## config.mk

```make
export PLATFORM = sky130hd
export DESIGN_NAME = adc_scan_seq
export DESIGN_NICKNAME = d
export VERILOG_FILES = /design/src/rtl/adc_seq_pkg.sv /design/src/rtl/adc_trig_sync.sv /design/src/rtl/adc_seq_ctrl.sv /design/src/rtl/adc_result_bank.sv /design/src/rtl/adc_scan_seq.sv
export SDC_FILE = /design/constraint.sdc
export NUM_CORES = 1
export LEC_CHECK = 0
export ABC_CLOCK_PERIOD_IN_PS = 3200
export BUFFER_PORTS_ARGS = -buffer_cell sky130_fd_sc_hd__buf_2
export CAP_MARGIN = 20
export CORE_MARGIN = 4
export CORE_UTILIZATION = 50
export CTS_BUF_LIST = sky130_fd_sc_hd__clkbuf_16
export CTS_CLUSTER_SIZE = 20
export DETAILED_ROUTE_END_ITERATION = 12
export PLACE_DENSITY = 0.72
export SYNTH_ARGS = -nofsm -noshare
export SYNTH_HDL_FRONTEND = slang
export SYNTH_SLANG_ARGS = --single-unit
```

## constraint.sdc

```tcl
create_clock -name clk -period 3.2 [get_ports clk]
set_input_delay 0 -clock clk [delete_from_list [all_inputs] [get_ports clk]]
set_output_delay 0 -clock clk [all_outputs]
set_load 0.02 [all_outputs]
```

## src/rtl/adc_seq_pkg.sv

```systemverilog
`timescale 1ns/1ps
package adc_seq_pkg;

    localparam int NCH = 16;
    localparam int DW  = 10;
    localparam int CW  = $clog2(NCH);
    localparam int NARROW = 8;

    typedef enum logic [1:0] {
        ST_IDLE  = 2'd0,
        ST_ISSUE = 2'd1,
        ST_WAIT  = 2'd2
    } seq_state_e;

    typedef enum logic [1:0] {
        SRC_SW   = 2'd0,
        SRC_HW   = 2'd1,
        SRC_EXT  = 2'd2,
        SRC_NONE = 2'd3
    } start_src_e;

    typedef struct packed {
        logic          scan;
        logic          cont;
        logic [CW-1:0] last;
    } run_cfg_t;

    typedef struct packed {
        logic          we;
        logic [CW-1:0] ch;
        logic [DW-1:0] val;
    } res_wr_t;

    function automatic logic [CW-1:0] grp_last(input logic [1:0] code);
        case (code)
            2'd0:    return CW'(NCH / 4 - 1);
            2'd1:    return CW'(NCH / 2 - 1);
            default: return CW'(NCH - 1);
        endcase
    endfunction

endpackage

```

## src/rtl/adc_trig_sync.sv

```systemverilog
`timescale 1ns/1ps
module adc_trig_sync
    import adc_seq_pkg::*;
#(
    parameter int SYNC_STAGES = 2
) (
    input  logic       clk,
    input  logic       rst,
    input  logic [1:0] src,
    input  logic       idle,
    input  logic       sw_set,
    input  logic       hw_evt,
    input  logic       ext_pin,
    output logic       start_req
);

    logic [SYNC_STAGES:0] shreg;
    logic                 ext_rise;
    logic                 chosen;

    always_ff @(posedge clk) begin
        if (rst) shreg <= '0;
        else     shreg <= {shreg[SYNC_STAGES-1:0], ext_pin};
    end

    assign ext_rise = shreg[SYNC_STAGES-1] & ~shreg[SYNC_STAGES];

    always_comb begin
        case (start_src_e'(src))
            SRC_SW:  chosen = sw_set;
            SRC_HW:  chosen = hw_evt;
            SRC_EXT: chosen = ext_rise;
            default: chosen = 1'b0;
        endcase
    end

    assign start_req = idle & chosen;

    // edge detector yields isolated single-cycle events
    assert_ext_edge_R8: assert property (@(posedge clk) disable iff (rst)
        ext_rise |=> !ext_rise);

endmodule

```

## src/rtl/adc_seq_ctrl.sv

```systemverilog
`timescale 1ns/1ps
module adc_seq_ctrl
    import adc_seq_pkg::*;
(
    input  logic          clk,
    input  logic          rst,
    input  logic          start_req,
    input  logic          cfg_scan,
    input  logic          cfg_cont,
    input  logic [1:0]    cfg_grp,
    input  logic [CW-1:0] cfg_chan,
    input  logic          sw_clr,
    input  logic          conv_done,
    output logic          conv_start,
    output logic [CW-1:0] conv_chan,
    output logic          busy,
    output logic          run_bit,
    output logic          pass_end,
    output res_wr_t       wr,
    input  logic [DW-1:0] conv_data
);

    seq_state_e    st;
    run_cfg_t      cfg_q;
    logic [CW-1:0] cur;
    logic          run_q;
    logic          keep_going;
    logic          at_last;
    logic          finish;
    logic          accept;
    logic [CW-1:0] next_ch;

    assign accept     = (st == ST_WAIT) && conv_done;
    assign keep_going = run_q & ~sw_clr;
    assign at_last    = (cur == cfg_q.last);
    assign finish     = !cfg_q.scan || !keep_going || (at_last && !cfg_q.cont);
    assign next_ch    = at_last ? '0 : cur + 1'b1;
    assign pass_end   = accept && (!cfg_q.scan || at_last);

    always_ff @(posedge clk) begin
        if (rst) begin
            st    <= ST_IDLE;
            cfg_q <= '0;
            cur   <= '0;
            run_q <= 1'b0;
        end else begin
            case (st)
                ST_IDLE: begin
                    if (start_req) begin
                        cfg_q.scan <= cfg_scan;
                        cfg_q.cont <= cfg_cont;
                        cfg_q.last <= grp_last(cfg_grp);
                        cur        <= cfg_scan ? '0 : cfg_chan;
                        run_q      <= 1'b1;
                        st         <= ST_ISSUE;
                    end
                end
                ST_ISSUE: begin
                    st <= ST_WAIT;
                    if (sw_clr) run_q <= 1'b0;
                end
                ST_WAIT: begin
                    if (conv_done) begin
                        if (finish) begin
                            st    <= ST_IDLE;
                            run_q <= 1'b0;
                        end else begin
                            cur   <= next_ch;
                            st    <= ST_ISSUE;
                        end
                    end else if (sw_clr) begin
                        run_q <= 1'b0;
                    end
                end
                default: st <= ST_IDLE;
            endcase
        end
    end

    assign conv_start = (st == ST_ISSUE);
    assign conv_chan  = cur;
    assign busy       = (st != ST_IDLE);
    assign run_bit    = run_q;
    assign wr.we      = accept;
    assign wr.ch      = cur;
    assign wr.val     = conv_data;

    // checker state: channel of the previous start
    logic [CW-1:0] prev_ch;
    always_ff @(posedge clk) begin
        if (rst)             prev_ch <= '0;
        else if (conv_start) prev_ch <= conv_chan;
    end

    assert_start_pulse_R13: assert property (@(posedge clk) disable iff (rst)
        conv_start |=> !conv_start);

    assert_chan_hold_R13: assert property (@(posedge clk) disable iff (rst)
        (busy && !conv_start && !conv_done) |=> $stable(conv_chan));

    assert_ascend_R3: assert property (@(posedge clk) disable iff (rst)
        (conv_start && cfg_q.scan && conv_chan != '0) |-> (conv_chan == CW'(prev_ch + 1'b1)));

    assert_run_clear_R5: assert property (@(posedge clk) disable iff (rst)
        $fell(busy) |-> !run_bit);

endmodule

```

## src/rtl/adc_result_bank.sv

```systemverilog
`timescale 1ns/1ps
module adc_result_bank
    import adc_seq_pkg::*;
(
    input  logic              clk,
    input  logic              rst,
    input  res_wr_t           wr,
    input  logic [CW-1:0]     rd_chan,
    output logic [DW-1:0]     rd_data,
    output logic [NARROW-1:0] rd_data8
);

    logic [DW-1:0] bank [NCH];

    for (genvar g = 0; g < NCH; g++) begin : g_slot
        always_ff @(posedge clk) begin
            if (rst)                             bank[g] <= '0;
            else if (wr.we && wr.ch == CW'(g))   bank[g] <= wr.val;
        end
    end

    assign rd_data  = bank[rd_chan];
    assign rd_data8 = rd_data[DW-1 -: NARROW];

    assert_store_R4: assert property (@(posedge clk) disable iff (rst)
        $past(wr.we) |-> (bank[$past(wr.ch)] == $past(wr.val)));

endmodule

```

## src/rtl/adc_scan_seq.sv

```systemverilog
`timescale 1ns/1ps
module adc_scan_seq
    import adc_seq_pkg::*;
#(
    parameter int SYNC_STAGES = 2
) (
    input  logic              clk,
    input  logic              rst,
    input  logic              cfg_scan,
    input  logic              cfg_cont,
    input  logic [1:0]        cfg_grp,
    input  logic [CW-1:0]     cfg_chan,
    input  logic [1:0]        cfg_src,
    input  logic              cfg_dma_en,
    input  logic              sw_set,
    input  logic              sw_clr,
    input  logic              hw_evt,
    input  logic              ext_trig,
    output logic              conv_start,
    output logic [CW-1:0]     conv_chan,
    input  logic              conv_done,
    input  logic [DW-1:0]     conv_data,
    input  logic [CW-1:0]     rd_chan,
    output logic [DW-1:0]     rd_data,
    output logic [NARROW-1:0] rd_data8,
    output logic              busy,
    output logic              run_bit,
    output logic              irq,
    output logic              dma_req
);

    logic    start_req;
    logic    pass_end;
    res_wr_t wr;

    adc_trig_sync #(.SYNC_STAGES(SYNC_STAGES)) u_trig (
        .clk       (clk),
        .rst       (rst),
        .src       (cfg_src),
        .idle      (!busy),
        .sw_set    (sw_set),
        .hw_evt    (hw_evt),
        .ext_pin   (ext_trig),
        .start_req (start_req)
    );

    adc_seq_ctrl u_ctrl (
        .clk        (clk),
        .rst        (rst),
        .start_req  (start_req),
        .cfg_scan   (cfg_scan),
        .cfg_cont   (cfg_cont),
        .cfg_grp    (cfg_grp),
        .cfg_chan   (cfg_chan),
        .sw_clr     (sw_clr),
        .conv_done  (conv_done),
        .conv_start (conv_start),
        .conv_chan  (conv_chan),
        .busy       (busy),
        .run_bit    (run_bit),
        .pass_end   (pass_end),
        .wr         (wr),
        .conv_data  (conv_data)
    );

    adc_result_bank u_bank (
        .clk      (clk),
        .rst      (rst),
        .wr       (wr),
        .rd_chan  (rd_chan),
        .rd_data  (rd_data),
        .rd_data8 (rd_data8)
    );

    always_ff @(posedge clk) begin
        if (rst) begin
            irq     <= 1'b0;
            dma_req <= 1'b0;
        end else begin
            irq     <= pass_end;
            dma_req <= pass_end & cfg_dma_en;
        end
    end

    assert_irq_pulse_R11: assert property (@(posedge clk) disable iff (rst)
        irq |=> !irq);

    assert_dma_gate_R10: assert property (@(posedge clk) disable iff (rst)
        dma_req |-> irq);

endmodule

```

==> impl_metrics.yaml <==
placement:
  placedCellCount: 810
  globalplace.congestion: 0.8390
  detailedPlacementHpwl_um: 12660
  place_worst_setup_slack_ps: 847.1
  place.port_buffers: 58
worst_setup_path:
  critical_path_arrival_ps: 2710
  worst-setup-path-type: "register to register"
  startpoint_type: "register"
  ff2ff_path_depth: 6
  worst_r2r_startpoint: "u_ctrl.st[0]"
  timing.reg2reg.setup_slack_ps: 780
  timing.critical_path.required_ps: 3490
  critPathBufInv: 1
  critical_path.max_stage_delay_ps: 680
  worst_path_max_fanout: 10
  reg2reg_to: "u_bank.bank[0][4]"
  critical-path-top-delay-family: "simple AND/OR/NAND/NOR gates"
  crit_path_frequent_cell: "and2_1"
  endpoint_kind: "register"
  critical_path.slowest_cell: "nor2_1"
  cp_cell_sequence: "inv_1 > ha_1 > and2_1 > nand2_1 > nor2_1 > and2_1"
grt:
  residual_overflow_from_global_routing: 0
  grt_pass1_wl_um: 28810
  overall_global_routing_usage_pct: 21.15
  antenna_found_initial: 0
  grt_max_degree: 29
  via_count_of_the_first_global_routing_pass: 4924
power_and_ir_drop:
  power_frac_seq_pct: 47.5
  p_int_uw: 4299
  combinationalPowerShare_pct: 15.8
  netSwitchingPower_uw: 1527
  swShare_pct: 26.20
  p_per_cell_area_nw_per_um2: 604.2
  power.ir.vdd_worst_uv: 592.3
  power_share_of_the_clock_group_pct: 36.6
  power.static_leakage_uw: 0.003761
synthesis:
  synthesis.area_um2: 8399
  synth_seq_cells: 177
  ys_top_cells_by_area: "edfxtp_1 57%, and2_1 12%, mux4_1 9.7%, mux4_2 5.1%, dfxtp_1 4.1%"
  most_numerous_cell_in_the_yosys_netlist: "and2_1"
  synthesis.area_per_instance_um2: 15.36
  synth_largest_area_cell: "edfxtp_1"
  synth_top_area_share_pct: 57.20
  synth_fp_nets: 588
  flip_flop_cell_with_the_highest_count_after_synthesis: "edfxtp_1"
  synth-seq-area-share_pct: 61.25
  postSynthCellCount: 547
  synthesis.yosys.warnings: 0
  synth_commonest_cells: "163 x and2_1, 160 x edfxtp_1, 31 x mux4_1"
  asyncSetResetFlopFracSynth_pct: 0
  netlist-cell-type-count: 41
  synth-edff-count: 160
die:
  initial_utilization_pct: 50.83
  design.die.area_um2: 18940
  io-pin-count: 59
  coreArea_um2: 16520
  placementRows: 47
  die-width_um: 137.6
  die_extent_in_y_um: 137.6
detailed_routing:
  route.final.wire_length_um: 18890
  via_per_inst: 5.807
  wl_per_cell_um: 22.12
  detail_route.first_pass.iterations: 5
  drc: 0
  ant_nets: 0
  via_count: 4959
  drt-initial-drc-count: 505
clock_network:
  bufs_on_longest_clock_path: 2
  cts_buffers: 17
  htree_levels: 4
  clock_tree_from_tritoncts: "done"
  numClockSinks: 177
  clkSlewWorstSetupHoldPaths_ps: 60
  worstSkewPairLatency_ps: 430
  number_of_buffers_added_for_setup_after_cts: 0
  ctsRootBufferMaster: "clkbuf_16"
timing:
  finClkSkew_ps: 7.477
  final_critical_path_setup_slack_ps: 784.5
  fmax_ghz: 0.4140
  final.period_utilization_pct: 75.49
  tightestPinTransition_ps: 796.9
  max-slew-margin-rel_pct: 46.67
  period_needed_ps: 2416
  setup-tns-final_ps: 0
  finalHoldViolations: 0
  setup_viol: 0
  grt_setup_unrepaired: "false"
  timing_max_transition_violations_final: 0
  hold_ws_ps: 17.13
hold_path:
  holdPathStages: 3
  worst_hold_path_type: "input port to register"
  min_from: "cfg_chan[2]"
  min_delay_worst_endpoint: "u_ctrl.conv_chan[2]"
cells_and_area:
  multi_input_comb_area_um2: 3007
  layout-drive-gt1-share_pct: 20.50
  regArea_um2: 5145
  design.final.nets: 663
  final-instance-count-excl-fill: 854
  antenna-diode-count: 0
  layout.filler_cells: 1282
  area.growth.synth_to_final_pct: 14.79
flow_run:
  cap_viol_max_count: 0
outcome:
  status: "complete, no violations"
[metal layers]
metal	wire length (um)	track usage, %	vias to the layer above
met3	1397	4.602	38
met4	443	7.095	0
met1	7588	28.87	2482
li1	-	-	2216
met5	0	0	-
met2	9465	33.92	223
[power groups by stage]
stage / Clock, uW / Combinational (uW) / Sequential (uW)
finish: 2130 / 922 / 2770
global placement: 0 / 877 / 2800
detailed placement: 0 / 902 / 2820
CTS: 2140 / 920 / 2770
floorplan: 0 / 625 / 2800
global route: 2250 / 1010 / 2790
[cell type report]
cell class / count / share of cell area (%)
clock inverters: 14 / 1.804
multi-input cells: 325 / 31.18
inverters: 8 / 0.3114
well taps: 220 / 2.855
clock buffers: 17 / 4.412
repair buffers: 93 / 6.073
flip-flops and latches: 177 / 53.36
[repair_timing]
action / CTS / global route
endpoints found under the setup margin: 0 / 0
hold buffers: 13 / 0
gates resized for setup: 0 / 0
hold endpoints to repair: 11 / 0
[flip-flops by register name, indices dropped and copies added, names as in the netlist]
register / cells
irq: 1
u_ctrl.run_bit: 1
dma_req: 1
u_bank.bank: 160
u_trig.shreg: 3
u_ctrl.cfg_q: 5
u_ctrl.conv_chan: 4
u_ctrl.st: 2
[worst max-delay path by stage]
stage	start	end	slack, ps	cells after the start
CTS	u_ctrl.st[0]	u_bank.bank[1][7]	790	6
global placement	u_ctrl.st[0]	u_bank.bank[0][4]	980	6
detailed placement	u_ctrl.st[0]	u_bank.bank[2][3]	850	6
global route	u_ctrl.st[0]	u_bank.bank[7][6]	600	6
finish	u_ctrl.st[0]	u_bank.bank[0][4]	780	6
floorplan	u_ctrl.st[0]	u_bank.bank[3][0]	860	6
[placed cells by master (no fill, tap or decap), types with 13 or more instances in the layout]
cell | Yosys | final
and2_1 | 163 | 163
edfxtp_1 | 160 | 160
buf_2 | 2 | 58
mux4_1 | 31 | 31
buf_4 | 8 | 22
mux4_2 | 19 | 19
nor2_1 | 19 | 19
clkbuf_16 | 0 | 17
dfxtp_1 | 17 | 17
o21ai_0 | 13 | 13
dlygate4sd3_1 | 0 | 13
[kinds of logic (layout without fill, tap and decap cells)]
family / after synthesis / count (layout) / synth area share [%]
AND/OR/NAND/NOR: 218 / 218 / 15.55
XOR/XNOR: 3 / 3 / 0.3129
buffers and inverters: 45 / 132 / 2.950
adder cells (fa/ha/maj): 9 / 9 / 1.341
flip-flops: 177 / 177 / 61.25
multiplexers: 54 / 54 / 15.27
AO/OA/AOI/OAI: 41 / 41 / 3.322
[metrics by stage]
stage	area (um2)	total power [uW]	utilization [%]
after detailed placement	8912	3721	53.93
after floorplan	8399	3422	-
after CTS	9642	5831	58.35
final	9642	5826	58.35
after global routing	9642	6048	58.35
after global placement	8912	3680	53.93
[worst min-delay path, stage by stage]
cell and delay [ps]:
buf_2 100, a32oi_1 180, a311oi_1 110
Note: power is estimated with default switching activity, not from simulation.
